$ cat config.mk
export PLATFORM = sky130hd
export DESIGN_NAME = acq_ctrl_reg
export DESIGN_NICKNAME = d
export VERILOG_FILES = /design/src/rtl/acqcfg_pkg.sv /design/src/rtl/acq_sync.sv /design/src/rtl/acq_cfg_ctrl.sv /design/src/rtl/acq_cfg_dp.sv /design/src/rtl/acq_ctrl_reg.sv
export SDC_FILE = /design/constraint.sdc
export NUM_CORES = 1
export LEC_CHECK = 0
export BUFFER_PORTS_ARGS = -buffer_cell sky130_fd_sc_hd__buf_2
export CORE_ASPECT_RATIO = 1.25
export CORE_MARGIN = 3
export CORE_UTILIZATION = 45
export CTS_CLUSTER_DIAMETER = 60
export DETAILED_ROUTE_END_ITERATION = 16
export PLACE_DENSITY_LB_ADDON = 0.2
export SETUP_SLACK_MARGIN = 0.5
export SYNTH_ARGS = -nofsm -noshare
export SYNTH_HDL_FRONTEND = slang
export SYNTH_HIERARCHICAL = 1
export SYNTH_SLANG_ARGS = --single-unit
$ cat constraint.sdc
create_clock -name clk -period 1.8 [get_ports clk]
set_clock_uncertainty 0.1 [all_clocks]
set_input_delay 0.09 -clock clk [delete_from_list [all_inputs] [get_ports clk]]
set_output_delay 0.09 -clock clk [all_outputs]
set_load 0.005 [all_outputs]
$ cat src/rtl/acqcfg_pkg.sv
package acqcfg_pkg;
  localparam int ADDR_W = 3;
  localparam int CFG_W  = ADDR_W + 3;

  typedef struct packed {
    logic [ADDR_W-1:0] addr;
    logic              swConv;
    logic              standby;
    logic              fmtTwos;
  } cfgWord_t;

  typedef struct packed {
    logic shiftEn;
    logic loadSer;
    logic loadPar;
    logic shortEnd;
  } ctrlStrb_t;
endpackage

$ cat src/rtl/acq_sync.sv
module acq_sync #(
  parameter int            W       = 1,
  parameter int            STAGES  = 2,
  parameter logic [W-1:0]  RST_VAL = '0
) (
  input  logic         clk,
  input  logic         rstN,
  input  logic [W-1:0] din,
  output logic [W-1:0] dout
);
  logic [W-1:0] pipe [STAGES];

  always_ff @(posedge clk) begin
    if (!rstN) begin
      for (int i = 0; i < STAGES; i++) pipe[i] <= RST_VAL;
    end else begin
      pipe[0] <= din;
      for (int i = 1; i < STAGES; i++) pipe[i] <= pipe[i-1];
    end
  end

  assign dout = pipe[STAGES-1];
endmodule

$ cat src/rtl/acq_cfg_ctrl.sv
module acq_cfg_ctrl
  import acqcfg_pkg::*;
(
  input  logic      clk,
  input  logic      rstN,
  input  logic      modeParallel,
  input  logic      sclkS,
  input  logic      frameNS,
  input  logic      wrS,
  output ctrlStrb_t strb
);
  localparam int CNT_W = $clog2(CFG_W + 1);
  localparam logic [CNT_W-1:0] FULL_CNT = CNT_W'(CFG_W);

  logic sclkPrev, framePrev, wrPrev;
  logic [CNT_W-1:0] bitCnt;
  logic sclkFall, frameRise, frameFall, wrRise, full, serialMode;

  always_ff @(posedge clk) begin
    if (!rstN) begin
      sclkPrev  <= 1'b0;
      framePrev <= 1'b1;
      wrPrev    <= 1'b0;
    end else begin
      sclkPrev  <= sclkS;
      framePrev <= frameNS;
      wrPrev    <= wrS;
    end
  end

  always_comb begin
    serialMode = ~modeParallel;
    sclkFall   = sclkPrev & ~sclkS;
    frameRise  = frameNS & ~framePrev;
    frameFall  = ~frameNS & framePrev;
    wrRise     = wrS & ~wrPrev;
    full       = (bitCnt == FULL_CNT);
    strb.shiftEn  = serialMode & ~frameNS & sclkFall & ~full;
    strb.loadSer  = serialMode & frameRise & full;
    strb.shortEnd = serialMode & frameRise & ~full;
    strb.loadPar  = modeParallel & wrRise;
  end

  always_ff @(posedge clk) begin
    if (!rstN)             bitCnt <= '0;
    else if (frameFall)    bitCnt <= '0;
    else if (strb.shiftEn) bitCnt <= bitCnt + 1'b1;
  end
endmodule

$ cat src/rtl/acq_cfg_dp.sv
module acq_cfg_dp
  import acqcfg_pkg::*;
(
  input  logic             clk,
  input  logic             rstN,
  input  ctrlStrb_t        strb,
  input  logic             sdinS,
  input  logic [CFG_W-1:0] parData,
  output cfgWord_t         cfg,
  output logic             addrWrEvt,
  output logic             swStartEvt
);
  logic [CFG_W-1:0] shiftReg;
  cfgWord_t         nextWord;
  logic             loadAny;

  always_ff @(posedge clk) begin
    if (!rstN)             shiftReg <= '0;
    else if (strb.shiftEn) shiftReg <= {shiftReg[CFG_W-2:0], sdinS};
  end

  always_comb begin
    loadAny  = strb.loadSer | strb.loadPar;
    nextWord = strb.loadPar ? cfgWord_t'(parData) : cfgWord_t'(shiftReg);
  end

  always_ff @(posedge clk) begin
    if (!rstN) begin
      cfg        <= '0;
      addrWrEvt  <= 1'b0;
      swStartEvt <= 1'b0;
    end else begin
      addrWrEvt  <= loadAny & (nextWord.addr != cfg.addr);
      swStartEvt <= (loadAny & nextWord.swConv) | (strb.shortEnd & cfg.swConv);
      if (loadAny) cfg <= nextWord;
    end
  end
endmodule

$ cat src/rtl/acq_ctrl_reg.sv
module acq_ctrl_reg
  import acqcfg_pkg::*;
#(
  parameter int SYNC_STAGES = 2
) (
  input  logic              clk,
  input  logic              rstN,
  input  logic              modeParallel,
  input  logic              wrStrobe,
  input  logic [CFG_W-1:0]  parData,
  input  logic              sclk,
  input  logic              frameN,
  input  logic              sdin,
  output logic [ADDR_W-1:0] chanSel,
  output logic [ADDR_W:0]   chanNum,
  output logic              swConv,
  output logic              standby,
  output logic              fmtTwos,
  output logic              addrWrEvt,
  output logic              swStartEvt
);
  logic [3:0] rawIn, syncOut;
  ctrlStrb_t  strb;
  cfgWord_t   cfg;

  assign rawIn = {sclk, frameN, sdin, wrStrobe};

  acq_sync #(.W(4), .STAGES(SYNC_STAGES), .RST_VAL(4'b0100)) u_sync (
    .clk(clk), .rstN(rstN), .din(rawIn), .dout(syncOut)
  );

  acq_cfg_ctrl u_ctrl (
    .clk(clk), .rstN(rstN), .modeParallel(modeParallel),
    .sclkS(syncOut[3]), .frameNS(syncOut[2]), .wrS(syncOut[0]), .strb(strb)
  );

  acq_cfg_dp u_dp (
    .clk(clk), .rstN(rstN), .strb(strb), .sdinS(syncOut[1]), .parData(parData),
    .cfg(cfg), .addrWrEvt(addrWrEvt), .swStartEvt(swStartEvt)
  );

  assign chanSel = cfg.addr;
  assign chanNum = (ADDR_W+1)'(cfg.addr) + 1'b1;
  assign swConv  = cfg.swConv;
  assign standby = cfg.standby;
  assign fmtTwos = cfg.fmtTwos;
endmodule

==> key figures <==
Run status
  • Outcome: finished, final reports clean

Power and ir drop
  • Combinational Power Share: 0.088
  • Net Sw Power: around 210 uW
  • Clock Power Share: 0.255
  • Sw frac: 0.215
  • Int Pwr: 765 uW
  • Leakage: 0.673 nW
  • Pwr Total: 975 uW
  • Peak VDD IR: about 0.46 mV
  • Sequential power share: 0.657
  • PwrDens: 598 nW/um2

Job
  • Max-cap violations: 0

Clock tree
  • CTS tree: yes
  • CTS buffer count: 3
  • Max clock buf depth: 2
  • Worst skew pair latency: 0.32 ns
  • Worst-path clk slew: 0.14 ns
  • Root Buffer: clkbuf_4
  • Sink Count: 28
  • H-tree Lvls: 1

Drt
  • Post-route ant nets: 0
  • # DRC: 0
  • WL/cell: 12.1 um
  • First-pass detailed-route iteration total: 4
  • First DRT Iteration DRCs: 11
  • Drt via density: ~4.8
  • Drt total wl: 2380 um
  • Via count: 953

Place
  • Cells after DPL: 172
  • Dpl cell area: 1340 um2
  • GPL Wtd Cong: 0.708
  • IO Port Bufs: 24
  • DP HPWL: 1420 um
  • Pre-CTS setup slack: 0.163 ns

Worst setup path
  • Origin of the critical flop-to-flop path: u_sync/pipe[0][6]$_SDFF_PN1_
  • Worst-path fanout max: 7
  • Crit path kind: flip-flop to flip-flop
  • R2R Setup Slk: around 0.15 ns
  • RR Endpoint: u_dp/shiftReg[5]$_SDFFE_PN0P_
  • Worst path cell trace: or4b_4, a21oi_2, buf_6, mux2i_1, nor2b_1
  • Critical Path End: u_dp/shiftReg[5]$_SDFFE_PN0P_
  • Worst setup EP type: flip-flop
  • CP max-delay cell: or4b_4
  • CP Launch Type: flip-flop
  • Cell depth of the worst flop-to-flop path: 5
  • CP peak stage delay: 0.53 ns
  • Critical Path Start: u_sync/pipe[0][6]$_SDFF_PN1_
  • Req. time, crit path: 1.92 ns
  • Arr. time, crit path: 1.77 ns

Logic synthesis
  • Sequential share of the synthesized area: 0.467
  • Syn Nets: 137
  • Syn avg cell area: 9.93 um2
  • Post-Syn Area: 1200 um2
  • Post-synthesis cell type count: 29
  • Synth Register Bits: 28
  • Gate Count Post-Synth: 121
  • Syn. warnings: 6

Timing
  • RSZ-0062 raised after global routing: true
  • Slew Limit Fails: 0
  • Final hold vios: 0
  • Setup TNS: 0 ns
  • Max Fclk: 608 MHz
  • Crit share post-route: 0.914
  • Post-route minimum period: 1.65 ns
  • Hold WS: 0.0387 ns
  • Final setup viols: 0
  • Worst-Margin Slew: approximately 0.54 ns
  • Max transition margin: 0.634
  • Post-route setup slack: 0.154 ns

Final layout
  • Final core area utilization: 0.658
  • Filler cell count: 198
  • N_diodes: 0
  • Finished Layout Cells: 197
  • # nets final: 182
  • Fin area: 1630 um2
  • Share of cells above drive strength 1: 0.372
  • Area delta synth->final: 35.7%

Global route
  • First-pass GRT wire length: 3640 um
  • Met2 usage: 0.241
  • Vias in the first global route: 854
  • GRT Max-Usage Layer: met2
  • GRT Util Overall: 0.146
  • Met3 usage: 0.0303
  • Global route total overflow: 0
  • Met1 usage in global routing: 0.173
  • Antenna violations before repair: 0
  • Largest net degree at the start of global routing: 19

Die
  • # rows: 20
  • Die Span X: between 50 and 60 um
  • Starting Density: 0.485
  • Die area: 3330 um2
  • DIE HEIGHT: 63.8 um
  • Io pins: 25
  • Core area: about 2500 um2

Hold path
  • Hold WC Path Type: primary input to flip-flop
-- worst min path at each step --
stage / start / slack [ns] / cells past startpoint / to
floorplan: rstN / 0.06 / 1 / u_ctrl/framePrev$_SDFF_PN1_
CTS: modeParallel / 0.01 / 4 / u_ctrl/bitCnt[0]$_SDFFE_PP0P_
detailed placement: frameN / 0.17 / 2 / u_sync/pipe[0][2]$_SDFF_PN1_
global route: rstN / 0.03 / 2 / u_dp/shiftReg[2]$_SDFFE_PN0P_
global placement: frameN / 0.17 / 2 / u_sync/pipe[0][2]$_SDFF_PN1_
finish: rstN / 0.04 / 2 / u_dp/cfg[2]$_SDFFE_PN0P_
-- cell usage after synthesis --
cell type / number / share of area
nand2b_1: 3 / 0.016
a211oi_1: 1 / 0.0063
or4b_4: 1 / 0.011
a21oi_1: 6 / 0.025
buf_6: 1 / 0.0094
nor4b_1: 1 / 0.0073
xor2_1: 4 / 0.029
ha_1: 3 / 0.031
and3_1: 1 / 0.0052
nand3b_1: 1 / 0.0063
or3_1: 1 / 0.0052
nor2_1: 2 / 0.0063
buf_4: 5 / 0.031
nand2_1: 8 / 0.025
and3b_2: 1 / 0.0083
dfxtp_1: 28 / 0.47
a31oi_1: 1 / 0.0052
nand3_1: 1 / 0.0042
a21boi_0: 2 / 0.012
buf_2: 2 / 0.0083
a21o_1: 1 / 0.0063
nor2b_1: 6 / 0.031
o21ai_0: 7 / 0.029
and3b_1: 1 / 0.0073
clkbuf_1: 1 / 0.0031
mux2i_1: 14 / 0.12
inv_1: 4 / 0.012
and2_1: 13 / 0.068
o31ai_1: 1 / 0.0063
-- sequential cells by signal, indices dropped and copies added (netlist names) --
register          flops
u_ctrl/sclkPrev       1
u_dp/shiftReg         6
u_ctrl/framePrev      1
u_ctrl/wrPrev         1
u_ctrl/bitCnt         3
u_dp/cfg              6
u_dp/addrWrEvt        1
u_dp/swStartEvt       1
u_sync/pipe           8
-- cells in the final DEF (no fill, tap or decap), types with 2 or more instances in the layout --
master	n
buf_2	24
dfxtp_1	21
and2_1	13
mux2i_1	13
dlygate4sd3_1	11
buf_4	10
dfxtp_2	7
nand2_1	7
nor2b_1	6
o21ai_1	6
xor2_1	4
buf_6	4
a21oi_2	4
inv_1	3
clkbuf_4	3
nand2b_1	3
ha_1	2
a21oi_1	2
a21boi_1	2
-- power by group through the flow --
stage | clock, mW | sequential (mW) | combinational, mW
CTS | 0.263 | 0.640 | 0.0776
finish | 0.249 | 0.641 | 0.0858
floorplan | 0 | 0.651 | 0.0339
global route | 0.293 | 0.643 | 0.0941
detailed placement | 0 | 0.653 | 0.0539
global placement | 0 | 0.653 | 0.0528
-- logic make-up after synthesis --
logic type | after synthesis | synth area share
AO/OA/AOI/OAI | 19 | 0.0906
XOR/XNOR | 4 | 0.0292
adder cells (fa/ha/maj) | 3 | 0.0313
buffers and inverters | 13 | 0.0646
flip-flops | 28 | 0.467
multiplexers | 14 | 0.117
AND/OR/NAND/NOR | 40 | 0.201
-- repair_timing --
item	4_1_cts	5_1_grt
resized for setup	16	12
endpoints found under the hold margin	11	1
hold buffers	10	1
gates cloned	0	0
pin swaps	7	7
endpoints found under the setup margin	19	20
buffers inserted	8	3
-- layer usage --
metal / share of wire / vias up
met3: 0.048 / 4
met4: 0.020 / 0
met2: 0.51 / 24
li1: - / 487
met1: 0.43 / 438
met5: 0 / -
-- critical path: cells and delay by family (launching register included) --
kind / cells / cell delay [ns]
compound gates: 1 / 0.15
flops: 1 / 0.36
simple gates: 2 / 0.59
buf+inv: 1 / 0.16
mux: 1 / 0.20
-- layout make-up --
| class | count | area [um2] | area share |
|---|---|---|---|
| Clock buffer | 3 | 22.5 | 0.0138 |
| Timing Repair Buffer | 49 | 350 | 0.215 |
| Inverter | 4 | 15.0 | 0.00921 |
| Sequential cell | 28 | 569 | 0.349 |
| Tap cell | 33 | 41.3 | 0.0253 |
| Multi-Input combinational cell | 80 | 632 | 0.388 |
Power figures use the tool's default switching activity.
